`config.mk`:
```
export PLATFORM = sky130hd
export DESIGN_NAME = sio_cfg_port
export DESIGN_NICKNAME = d
export VERILOG_FILES = /design/src/rtl/sio_cfg_pkg.sv /design/src/rtl/sio_unlock_fsm.sv /design/src/rtl/sio_global_regs.sv /design/src/rtl/sio_bank_router.sv /design/src/rtl/sio_cfg_port.sv
export SDC_FILE = /design/constraint.sdc
export NUM_CORES = 1
export LEC_CHECK = 0
export ABC_AREA = 1
export BUFFER_PORTS_ARGS = -buffer_cell sky130_fd_sc_hd__buf_2
export CELL_PAD_IN_SITES_DETAIL_PLACEMENT = 1
export CELL_PAD_IN_SITES_GLOBAL_PLACEMENT = 1
export CORE_ASPECT_RATIO = 0.75
export CORE_MARGIN = 2
export CORE_UTILIZATION = 25
export DETAILED_ROUTE_END_ITERATION = 6
export MAX_ROUTING_LAYER = met4
export PLACE_DENSITY_LB_ADDON = 0.1
export REMOVE_ABC_BUFFERS = 1
export SLEW_MARGIN = 10
export SYNTH_ARGS = -nofsm -noshare
export SYNTH_HDL_FRONTEND = slang
export SYNTH_SLANG_ARGS = --single-unit
```
`constraint.sdc`:
```
create_clock -name clk_i -period 2.61 [get_ports clk_i]
set_clock_uncertainty 0.2 [all_clocks]
set_input_delay 0.522 -clock clk_i [delete_from_list [all_inputs] [get_ports clk_i]]
set_output_delay 0.522 -clock clk_i [all_outputs]
set_load 0.02 [all_outputs]
```
`src/rtl/sio_cfg_pkg.sv`:
```
package sio_cfg_pkg;
  typedef enum logic [1:0] {ST_LOCKED, ST_ARMED, ST_OPEN} lock_st_e;

  localparam logic [7:0] KEY_ENTER     = 8'h87;
  localparam logic [7:0] KEY_EXIT      = 8'hAA;
  localparam logic [7:0] IDX_LDN       = 8'h07;
  localparam logic [7:0] IDX_ID_HI     = 8'h20;
  localparam logic [7:0] IDX_ID_LO     = 8'h21;
  localparam logic [7:0] IDX_SPARE     = 8'h26;
  localparam logic [7:0] IDX_BANK_BASE = 8'h30;
  localparam logic [7:0] RD_LOCKED     = 8'hFF;
endpackage

```
`src/rtl/sio_unlock_fsm.sv`:
```
module sio_unlock_fsm
  import sio_cfg_pkg::*;
(
  input  logic       clk_i,
  input  logic       rst_ni,
  input  logic       idx_wr_i,
  input  logic [7:0] wdata_i,
  output logic       open_o,
  output lock_st_e   state_o
);
  lock_st_e st_q, st_d;

  always_comb begin
    st_d = st_q;
    if (idx_wr_i) begin
      unique case (st_q)
        ST_LOCKED: st_d = (wdata_i == KEY_ENTER) ? ST_ARMED : ST_LOCKED;
        ST_ARMED:  st_d = (wdata_i == KEY_ENTER) ? ST_OPEN  : ST_LOCKED;
        ST_OPEN:   st_d = (wdata_i == KEY_EXIT)  ? ST_LOCKED : ST_OPEN;
        default:   st_d = ST_LOCKED;
      endcase
    end
  end

  always_ff @(posedge clk_i or negedge rst_ni) begin
    if (!rst_ni) st_q <= ST_LOCKED;
    else         st_q <= st_d;
  end

  assign open_o  = (st_q == ST_OPEN);
  assign state_o = st_q;
endmodule

```
`src/rtl/sio_global_regs.sv`:
```
module sio_global_regs
  import sio_cfg_pkg::*;
#(
  parameter logic [15:0] CHIP_ID = 16'h5A17
) (
  input  logic       clk_i,
  input  logic       rst_ni,
  input  logic       wr_i,
  input  logic [7:0] idx_i,
  input  logic [7:0] wdata_i,
  output logic [7:0] rdata_o,
  output logic [7:0] ldn_o
);
  logic [7:0] ldn_q, spare_q;

  always_ff @(posedge clk_i or negedge rst_ni) begin
    if (!rst_ni) begin
      ldn_q   <= '0;
      spare_q <= '0;
    end else if (wr_i) begin
      if (idx_i == IDX_LDN)   ldn_q   <= wdata_i;
      if (idx_i == IDX_SPARE) spare_q <= wdata_i;
    end
  end

  always_comb begin
    unique case (idx_i)
      IDX_LDN:   rdata_o = ldn_q;
      IDX_ID_HI: rdata_o = CHIP_ID[15:8];
      IDX_ID_LO: rdata_o = CHIP_ID[7:0];
      IDX_SPARE: rdata_o = spare_q;
      default:   rdata_o = '0;
    endcase
  end

  assign ldn_o = ldn_q;
endmodule

```
`src/rtl/sio_bank_router.sv`:
```
module sio_bank_router
  import sio_cfg_pkg::*;
(
  input  logic       open_i,
  input  logic       data_wr_i,
  input  logic       data_rd_i,
  input  logic [7:0] idx_i,
  output logic       bank_sel_o,
  output logic       glb_wr_o,
  output logic       dev_we_o,
  output logic       dev_re_o
);
  assign bank_sel_o = (idx_i >= IDX_BANK_BASE);
  assign glb_wr_o   = open_i && data_wr_i && !bank_sel_o;
  assign dev_we_o   = open_i && data_wr_i &&  bank_sel_o;
  assign dev_re_o   = open_i && data_rd_i &&  bank_sel_o;
endmodule

```
`src/rtl/sio_cfg_port.sv`:
```
module sio_cfg_port
  import sio_cfg_pkg::*;
#(
  parameter int          ADDR_W    = 16,
  parameter logic [15:0] BASE_ADDR = 16'h002E,
  parameter logic [15:0] CHIP_ID   = 16'h5A17
) (
  input  logic              clk_i,
  input  logic              rst_ni,
  input  logic [ADDR_W-1:0] bus_addr_i,
  input  logic              bus_we_i,
  input  logic              bus_re_i,
  input  logic [7:0]        bus_wdata_i,
  output logic [7:0]        bus_rdata_o,
  output logic              dev_we_o,
  output logic              dev_re_o,
  output logic [7:0]        dev_ldn_o,
  output logic [7:0]        dev_idx_o,
  output logic [7:0]        dev_wdata_o,
  input  logic [7:0]        dev_rdata_i
);
  localparam logic [ADDR_W-1:0] BASE_W = ADDR_W'(BASE_ADDR);

  logic       hit, port_sel;
  logic       idx_wr, idx_rd, data_wr, data_rd;
  logic       win_open, bank_sel, glb_wr;
  lock_st_e   lock_st;
  logic [7:0] idx_q, glb_rdata, ldn, rd_d, rdata_q;

  // pair decode: bit 0 picks index/data
  assign hit      = (bus_addr_i[ADDR_W-1:1] == BASE_W[ADDR_W-1:1]);
  assign port_sel = bus_addr_i[0];
  assign idx_wr   = bus_we_i && hit && !port_sel;
  assign data_wr  = bus_we_i && hit &&  port_sel;
  assign idx_rd   = bus_re_i && hit && !port_sel;
  assign data_rd  = bus_re_i && hit &&  port_sel;

  sio_unlock_fsm i_fsm (
    .clk_i   (clk_i),
    .rst_ni  (rst_ni),
    .idx_wr_i(idx_wr),
    .wdata_i (bus_wdata_i),
    .open_o  (win_open),
    .state_o (lock_st)
  );

  sio_bank_router i_router (
    .open_i    (win_open),
    .data_wr_i (data_wr),
    .data_rd_i (data_rd),
    .idx_i     (idx_q),
    .bank_sel_o(bank_sel),
    .glb_wr_o  (glb_wr),
    .dev_we_o  (dev_we_o),
    .dev_re_o  (dev_re_o)
  );

  sio_global_regs #(.CHIP_ID(CHIP_ID)) i_glb (
    .clk_i  (clk_i),
    .rst_ni (rst_ni),
    .wr_i   (glb_wr),
    .idx_i  (idx_q),
    .wdata_i(bus_wdata_i),
    .rdata_o(glb_rdata),
    .ldn_o  (ldn)
  );

  // index captured only while open; exit code is not stored
  always_ff @(posedge clk_i or negedge rst_ni) begin
    if (!rst_ni)                                          idx_q <= '0;
    else if (idx_wr && win_open && bus_wdata_i != KEY_EXIT) idx_q <= bus_wdata_i;
  end

  always_comb begin
    if (!win_open)     rd_d = RD_LOCKED;
    else if (!port_sel) rd_d = idx_q;
    else if (bank_sel)  rd_d = dev_rdata_i;
    else                rd_d = glb_rdata;
  end

  always_ff @(posedge clk_i or negedge rst_ni) begin
    if (!rst_ni)                rdata_q <= '0;
    else if (bus_re_i && hit)  rdata_q <= rd_d;
  end

  assign bus_rdata_o = rdata_q;
  assign dev_ldn_o   = ldn;
  assign dev_idx_o   = idx_q;
  assign dev_wdata_o = bus_wdata_i;
endmodule

```
## Word level (Yosys, flattened, before mapping)

Cells that the tools add are included.

- Order comparisons: 1
- Equality and inequality tests: 10
- Mux-type cells: 8
- Reduce and logical (&&, ||, !) cells: 17

Operator list:

| cell | count |
|---|---|
| 8-bit case mux with 4 select lines | 1 |
| 8-bit by 6-bit == test with 1-bit output, second input constant | 3 |
| 8-bit two-way mux | 3 |
| 8-bit == test, second input constant | 2 |
| 15-bit by 5-bit == test with 1-bit output, second input constant | 1 |
| 1-bit logical AND | 12 |
| 8-bit by 3-bit == test with 1-bit output, second input constant | 1 |
| 8-bit by 6-bit >= comparator with 1-bit output, second input constant | 1 |
| 8-bit inequality test, second input constant | 1 |
| 2-bit case mux with 3 select lines | 1 |
| 2-bit two-way mux | 2 |
| 2-bit AND reduction | 2 |
| 2-bit by 1-bit == test with 1-bit output, second input constant | 1 |
| 2-bit == test, second input constant | 1 |
| 1-bit zero test | 2 |
| 2-bit zero test | 1 |
| 1-bit two-way mux | 1 |

- Register bits: 34
- Bits of input ports: 36
- Output and inout port bits: 34
- Word-level logic and storage cells: 41

## Longest topological paths before layout

Gate-level depths: netlist of the first run.

- Depth in word-level cells: 6
- Mapped depth: 9
- Depth with buffers taken out: 8

## By module

Synthesis of the first run repeated with hierarchy kept, for this count alone.

- Cell total of the unflattened synthesis: 306
- Area total of the unflattened synthesis: 2,317.2 um^2

Modules (own cells, without submodules):

| module | instances | cells an instance | area an instance (um^2) | sequential area each (um^2) |
|---|---|---|---|---|
| sio_cfg_port | 1 | 136 | 1,117.3 | 400.4 |
| sio_global_regs | 1 | 129 | 970.9 | 400.4 |
| sio_unlock_fsm | 1 | 33 | 188.9 | 50.0 |
| sio_bank_router | 1 | 8 | 40.0 | 0.0 |

## Worst setup path after synthesis of the first run

No wires, ideal clock.

- Path kind: input -> output
- From: input bus_addr_i[0]
- To: output dev_re_o
- Arrival: 1.368 ns
- Required time: 1.888 ns
- Slack: 0.520 ns
- Cell stages on the path: 4
- Path buffers: 2
- Cell sequence: clkbuf_8 > clkbuf_1 > nand3_1 > nor2_1

- Word-level cells in the longest chain between the ends: 3

RTL lines:

| element | RTL line | text |
|---|---|---|
| start: declaration | sio_cfg_port.sv:10 | `input logic [ADDR_W-1:0] bus_addr_i,` |
| 1-bit logical AND | sio_cfg_port.sv:36 | `assign data_rd = bus_re_i && hit && port_sel;` |
| 1-bit logical AND (2 in a row) | sio_bank_router.sv:16 | `assign dev_re_o = open_i && data_rd_i && bank_sel_o;` |
| end: declaration | sio_cfg_port.sv:16 | `output logic dev_re_o,` |

Every way passes these cells.

## Final worst setup path of the first run

- From: register idx_q[5], in the netlist dev_idx_o[5]
- To: output dev_re_o

- Word-level cells in the longest chain between the ends: 2

RTL lines:

| element | RTL line | text |
|---|---|---|
| start: declaration | sio_cfg_port.sv:28 | `logic [7:0] idx_q, glb_rdata, ldn, rd_d, rdata_q;` |
| start signal: assignment | sio_cfg_port.sv:71 | `else if (idx_wr && win_open && bus_wdata_i != KEY_EXIT) idx_q <= bus_wdata_i;` |
| 8-bit by 6-bit >= comparator with 1-bit output | sio_bank_router.sv:13 | `assign bank_sel_o = (idx_i >= IDX_BANK_BASE);` |
| 1-bit logical AND | sio_bank_router.sv:16 |  |

Every way passes these cells.

==> qor.yml, run 1 <==
run_status:
  status: "complete, no violations"
placement:
  place.gp.congestion: 0.823
  dpl_cell_area_um2: 2540
  place_ws_ps: 391
  io_buffer_count: 69
  place_inst: 451
  hpwl_mm: 5.10
power:
  p_total_mw: 1.40
  p_per_area_nw_per_um2: 512
  ir_drop_v: 0.000228
  leakagePower_nw: 1.43
floorplanning:
  rows: 29
  die_h_um: 84.7
  die_area_um2: 9460
  fp.dieW_um: 112
  io_pins: 70
  core_um2: 8450
  start_util_pct: 25.7
sta:
  hold_viol: 0
  finalSetupTns_ps: 0
  holdWs_ps: 135
  setup_viol: 0
  period_share_pct: 89.2
  max_clock_freq_mhz: 430
  rsz0062_at_grt: "false"
  worst_pin_slew_ps: 821
  min_period_ps: 2330
  relSlewSlack_pct: 45.3
  final_max_slew_viol_count: 0
  finalWorstSetupSlack_ps: 283
clock_network:
  cts_tree: "built"
  cts-root-buf: "clkbuf_16"
  cts_setup_buffers: 0
  htreeDepth: 2
  ctsHoldBuffers: 0
  ctsLongestPathBuffers: 2
  numClockSinks: 34
  cts-resized-gates: 0
  path_clk_slew_ps: 60
  cts_buffers: 5
  worstSkewPairLatency_ps: 280
synth:
  synth_cell_type_count: 27
  syn-instance-count: 287
  syn_area_um2: 2170
  avgSynthCellArea_um2: 7.57
  synthArstFlopShare_pct: 100
  synth-seq-cells: 34
  synth.yosys.warnings: 0
  yosysSeqAreaShare_pct: 39.1
  synth_edf_count: 0
  synthFlopType: "dfrtp_1"
cells_and_area:
  final_cells: 459
  nets: 386
  fill_cells: 1063
  multiInputGateArea_um2: 1070
  syn2layout_area_growth_pct: 25.9
  final_core_util_pct: 32.4
  antenna_cells: 0
  layout-drive-gt1-share_pct: 32.5
  fin_area_um2: 2740
  layout.area.seq_um2: 851
global_route:
  grt_max_degree: 35
  grt.overflow.total: 0
  grt_pass1_wl_mm: 10.8
  grt_usage_pct: 15.1
  grt_pass1_vias: 2058
  grt_antenna_before_repair: 0
flow_run:
  drv_cap: 0
drt:
  first_iter_violations: 82
  drt-total-wl_mm: 6.45
  antenna_left: 0
  vias: 1994
  drc: 0
  dr.pass1.iters: 4
  routedWlPerCell_um: 14.0
  routed_via_density: 4.34
setup_path:
  worstPathMaxFanout: 10
  path_cells: "inv_2 -> o21ai_4 -> nand3_1 -> nor2_1 -> buf_2"
  cpPeakStageDelay_ps: 440
  critPathKind: "flop to output pin"
  cp_top_family: "flip-flops"
  arrival_ps: 1610
  cp-start-kind: "flop"
  required_ps: 1890
  critPathCaptureType: "output pin"
  critPathSlowestCell: "dfrtp_1"
  cp.buffers_inverters: 2
hold_path:
  hp-class: "primary input to async pin"
-- layout by cell type (no fill, tap or decap), types with 2 or more instances in the layout --
cell / n
nand4_4: 2
o21ai_2: 16
a21boi_0: 2
dfrtp_1: 34
nor2_4: 2
nand3_1: 18
nor3_1: 5
o21ai_0: 8
bufinv_16: 2
nor3_4: 2
nand4_1: 11
nor2_1: 40
and2_4: 2
clkbuf_16: 5
o21ai_1: 4
inv_1: 33
nor2_2: 3
nand2_1: 76
inv_2: 2
a21oi_1: 2
buf_2: 69
nand2_2: 5
a21boi_1: 4
-- final timing paths --
kind	endpoint	slack [ps]	startpoint	depth (start not counted)
worst min register to register	i_glb.spare_q[4]$_DFFE_PN0P_	290	i_glb.spare_q[4]$_DFFE_PN0P_	2
worst max-delay path	dev_re_o	280	dev_idx_o[5]$_DFFE_PN0P_	5
worst min-delay path	i_fsm.state_o[1]$_DFFE_PN0P_	140	rst_ni	1
worst max register to register	i_glb.ldn_o[1]$_DFFE_PN0P_	700	dev_idx_o[3]$_DFFE_PN0P_	7
min in group clk_i	dev_idx_o[1]$_DFFE_PN0P_	290	bus_wdata_i[1]	3
max in group asynchronous	bus_rdata_o[3]$_DFFE_PN0N_	1550	rst_ni	1
-- power by group --
part | total [mW] | leakage [nW] | internal (mW) | switching (mW)
clock network | 0.790 | 0.0940 | 0.549 | 0.241
registers | 0.527 | 0.428 | 0.527 | 0.00000487
logic | 0.0850 | 0.910 | 0.0282 | 0.0569
total | 1.40 | 1.43 | 1.10 | 0.298
-- sequential cells by signal, summed over array words and instances, names as in the netlist --
signal and count:
i_glb.spare_q 8, i_fsm.state_o 2, i_glb.ldn_o 8, bus_rdata_o 8, dev_idx_o 8
-- kinds of logic (layout without fill, tap and decap cells) --
logic type	Yosys count	count (layout)	synth area share [%]
flip-flops	34	34	39.1
AO/OA/AOI/OAI	37	37	12.5
buffers and inverters	49	113	11.5
AND/OR/NAND/NOR	167	167	36.9
-- metal layers --
metal,share of wire [%],vias up,global-route usage [%],wire (um)
met4,0.90,0,4.38,58
met1,54,914,22.2,3460
met2,42,42,21.3,2700
met3,3.6,5,2.53,231
met5,0,-,-,0
li1,-,1033,-,-
-- cell usage after synthesis (5+ instances only) --
| master | instances | area share, % |
|---|---|---|
| nand2_1 | 76 | 13 |
| nor2_1 | 40 | 6.9 |
| dfrtp_1 | 34 | 39 |
| inv_1 | 33 | 5.7 |
| nand3_1 | 18 | 4.1 |
| o21ai_2 | 16 | 6.4 |
| nand4_1 | 11 | 3.2 |
| buf_4 | 8 | 2.8 |
| o21ai_0 | 8 | 1.8 |
| nand2_2 | 5 | 1.4 |
| nor3_1 | 5 | 1.2 |
-- layout make-up --
type / count / area share (%)
inverters: 36 / 5.03
flip-flops and latches: 34 / 31.1
clock buffers: 5 / 4.57
repair buffers: 69 / 12.6
well taps: 108 / 4.94
multi-input cells: 204 / 39.2
clock inverters: 3 / 2.51
Note: power is estimated with default switching activity, not from simulation.
==> inputs of run 2 (changes only) <==
ABC_AREA = default   (was 1)
==> run 2 against run 1 <==
Global-route usage grew 0.34 points. Via count shrank 15%. Sequential share of layout area grew 1.4 points. Critical path type is now primary input to output pin. Critical endpoint unchanged. Largest cell class unchanged.
==> qor.yml, run 2 <==
synth:
  synth.most_common_cell: "dfrtp_1"
  synthFlopType: "dfrtp_1"
  syn_area_um2: 1960
  synth_cell_type_count: 38
  synth.yosys.warnings: 0
  synth_top_cell_area_share_pct: 43.4
  synthTopCellsByCount: "dfrtp_1, mux2_4"
  synth_edf_count: 0
  syn-instance-count: 171
  synth_area_leaders: "dfrtp_1, mux2_4, mux2_2, a211oi_1, buf_4"
  synthArstFlopShare_pct: 100
  avgSynthCellArea_um2: 11.5
  yosysSeqAreaShare_pct: 43.4
  synth_area_leader_cell: "dfrtp_1"
  synth-seq-cells: 34
clock_network:
  cts-resized-gates: 0
  cts_tree: "built"
  path_clk_slew_ps: 80
  cts_setup_buffers: 0
  ctsLongestPathBuffers: 2
  numClockSinks: 34
  cts_buffers: 5
  ctsHoldBuffers: 0
  worstSkewPairLatency_ps: 280
  cts-root-buf: "clkbuf_8"
  htreeDepth: 2
floorplanning:
  die_h_um: 80.7
  start_util_pct: 26.3
  core_um2: 7470
  fp.dieW_um: 106
  io_pins: 70
  rows: 27
  die_area_um2: 8570
sta:
  setup_viol: 0
  final_max_slew_viol_count: 0
  rsz0062_at_grt: "false"
  hold_viol: 0
  worst_pin_slew_ps: 797
  max_clock_freq_mhz: 401
  finalSetupTns_ps: 0
  relSlewSlack_pct: 46.9
  min_period_ps: 2500
  period_share_pct: 95.6
drt:
  drc: 0
  dr.pass1.iters: 4
  routed_via_density: 4.81
  routedWlPerCell_um: 17.5
  first_iter_violations: 59
  antenna_left: 0
  vias: 1693
  drt-total-wl_mm: 6.17
cells_and_area:
  nets: 286
  final_common_cell: "buf_2"
  syn2layout_area_growth_pct: 33.6
  antenna_cells: 0
  layout-drive-gt1-share_pct: 50.6
  layout_common_cells: "buf_2, dfrtp_1, buf_4"
global_route:
  grt_pass1_wl_mm: 9.69
  grt_usage_pct: 15.5
  grt_antenna_before_repair: 0
  grt_max_degree: 35
  grt.overflow.total: 0
  grt_pass1_vias: 1714
power:
  ir_drop_v: 0.000273
  p_total_mw: 1.22
  p_per_area_nw_per_um2: 468
  leakagePower_nw: 1.36
placement:
  hpwl_mm: 4.66
  place.gp.congestion: 0.705
  io_buffer_count: 69
flow_run:
  drv_cap: 0
setup_path:
  arrival_ps: 1770
  worstPathMaxFanout: 3
  critPathCaptureType: "output pin"
  required_ps: 1890
  critPathKind: "primary input to output pin"
  cp-start-kind: "primary input"
hold_path:
  hp-class: "primary input to async pin"
run_status:
  status: "complete, no violations"
## run 2: changes by cell type in the layout (fill, tap and decap cells not counted), moves of 6 or more
cell	previous run	this run
nand2_1	76	2
buf_4	0	19
mux2_4	0	16
nand3b_1	0	6
nor2_1	40	6
mux2_2	0	9
o21ai_2	16	0
nand4_1	11	3
clkbuf_8	0	6
nor2b_1	0	6
a211oi_1	0	9
nand3_1	18	1
inv_1	33	9
## run 2: kinds of logic after synthesis
group                  after synthesis  share of synthesized area (%)
buffers and inverters               25                           7.15
AOI/OAI and AO/OA                   36                           13.3
DFF                                 34                           43.4
and+or+nand+nor                     48                           17.2
muxes                               28                           19.0
## run 2: layout make-up
| type | instances | area [um2] |
|---|---|---|
| repair buffers | 88 | 488 |
| fillers | 856 | 4850 |
| clock inverters | 2 | 60.1 |
| multi-input cells | 112 | 976 |
| flip-flops and latches | 34 | 852 |
| inverters | 9 | 33.8 |
| well taps | 101 | 126 |
| clock buffers | 6 | 82.6 |
## run 2: path summary, 6_finish.rpt
check                                                 from                          to  slack, ps  cells after the start
worst max-delay path                        bus_addr_i[10]                    dev_re_o        110                      7
worst min-delay path                                rst_ni  i_glb.ldn_o[3]$_DFFE_PN0P_        110                      1
worst max register to register    dev_idx_o[3]$_DFFE_PN0P_  i_glb.ldn_o[5]$_DFFE_PN0P_        210                      3
worst min register to register  bus_rdata_o[2]$_DFFE_PN0N_  bus_rdata_o[2]$_DFFE_PN0N_        300                      2
max in group asynchronous                           rst_ni    dev_idx_o[5]$_DFFE_PN0P_       1540                      1
min in group clk_i              bus_rdata_o[2]$_DFFE_PN0N_  bus_rdata_o[2]$_DFFE_PN0N_        300                      2
## run 2: metrics by stage
step	util (%)	area, um2	cells	setup WS, ps	hold slack, ps
detailed placement	33.1	2470	344	68.5	289
global route	35.1	2620	352	6.90	178
finish	35.1	2620	352	114	113
CTS	35.0	2610	352	94.6	147
global placement	33.1	2470	344	79.1	287
floorplan	-	1850	155	193	26.4
## run 2: power breakdown
part | internal (mW) | switching, mW | total (mW)
clock | 0.408 | 0.204 | 0.612
combinational | 0.0346 | 0.0516 | 0.0862
sequential | 0.526 | 0.0000712 | 0.527
total | 0.969 | 0.256 | 1.22
## run 2: layer usage
layer	wire (um)	vias to the layer above	track usage [%]
met1	3190	840	22.9
met2	2630	43	21.6
met5	0	-	-
met3	314	2	3.00
li1	-	808	-
met4	32	0	3.29
## run 2: critical path, stage by stage
cell	delay, ps
buf_2	100
nor4_1	280
buf_4	170
and3_1	170
and3_1	180
and4b_1	180
buf_2	160
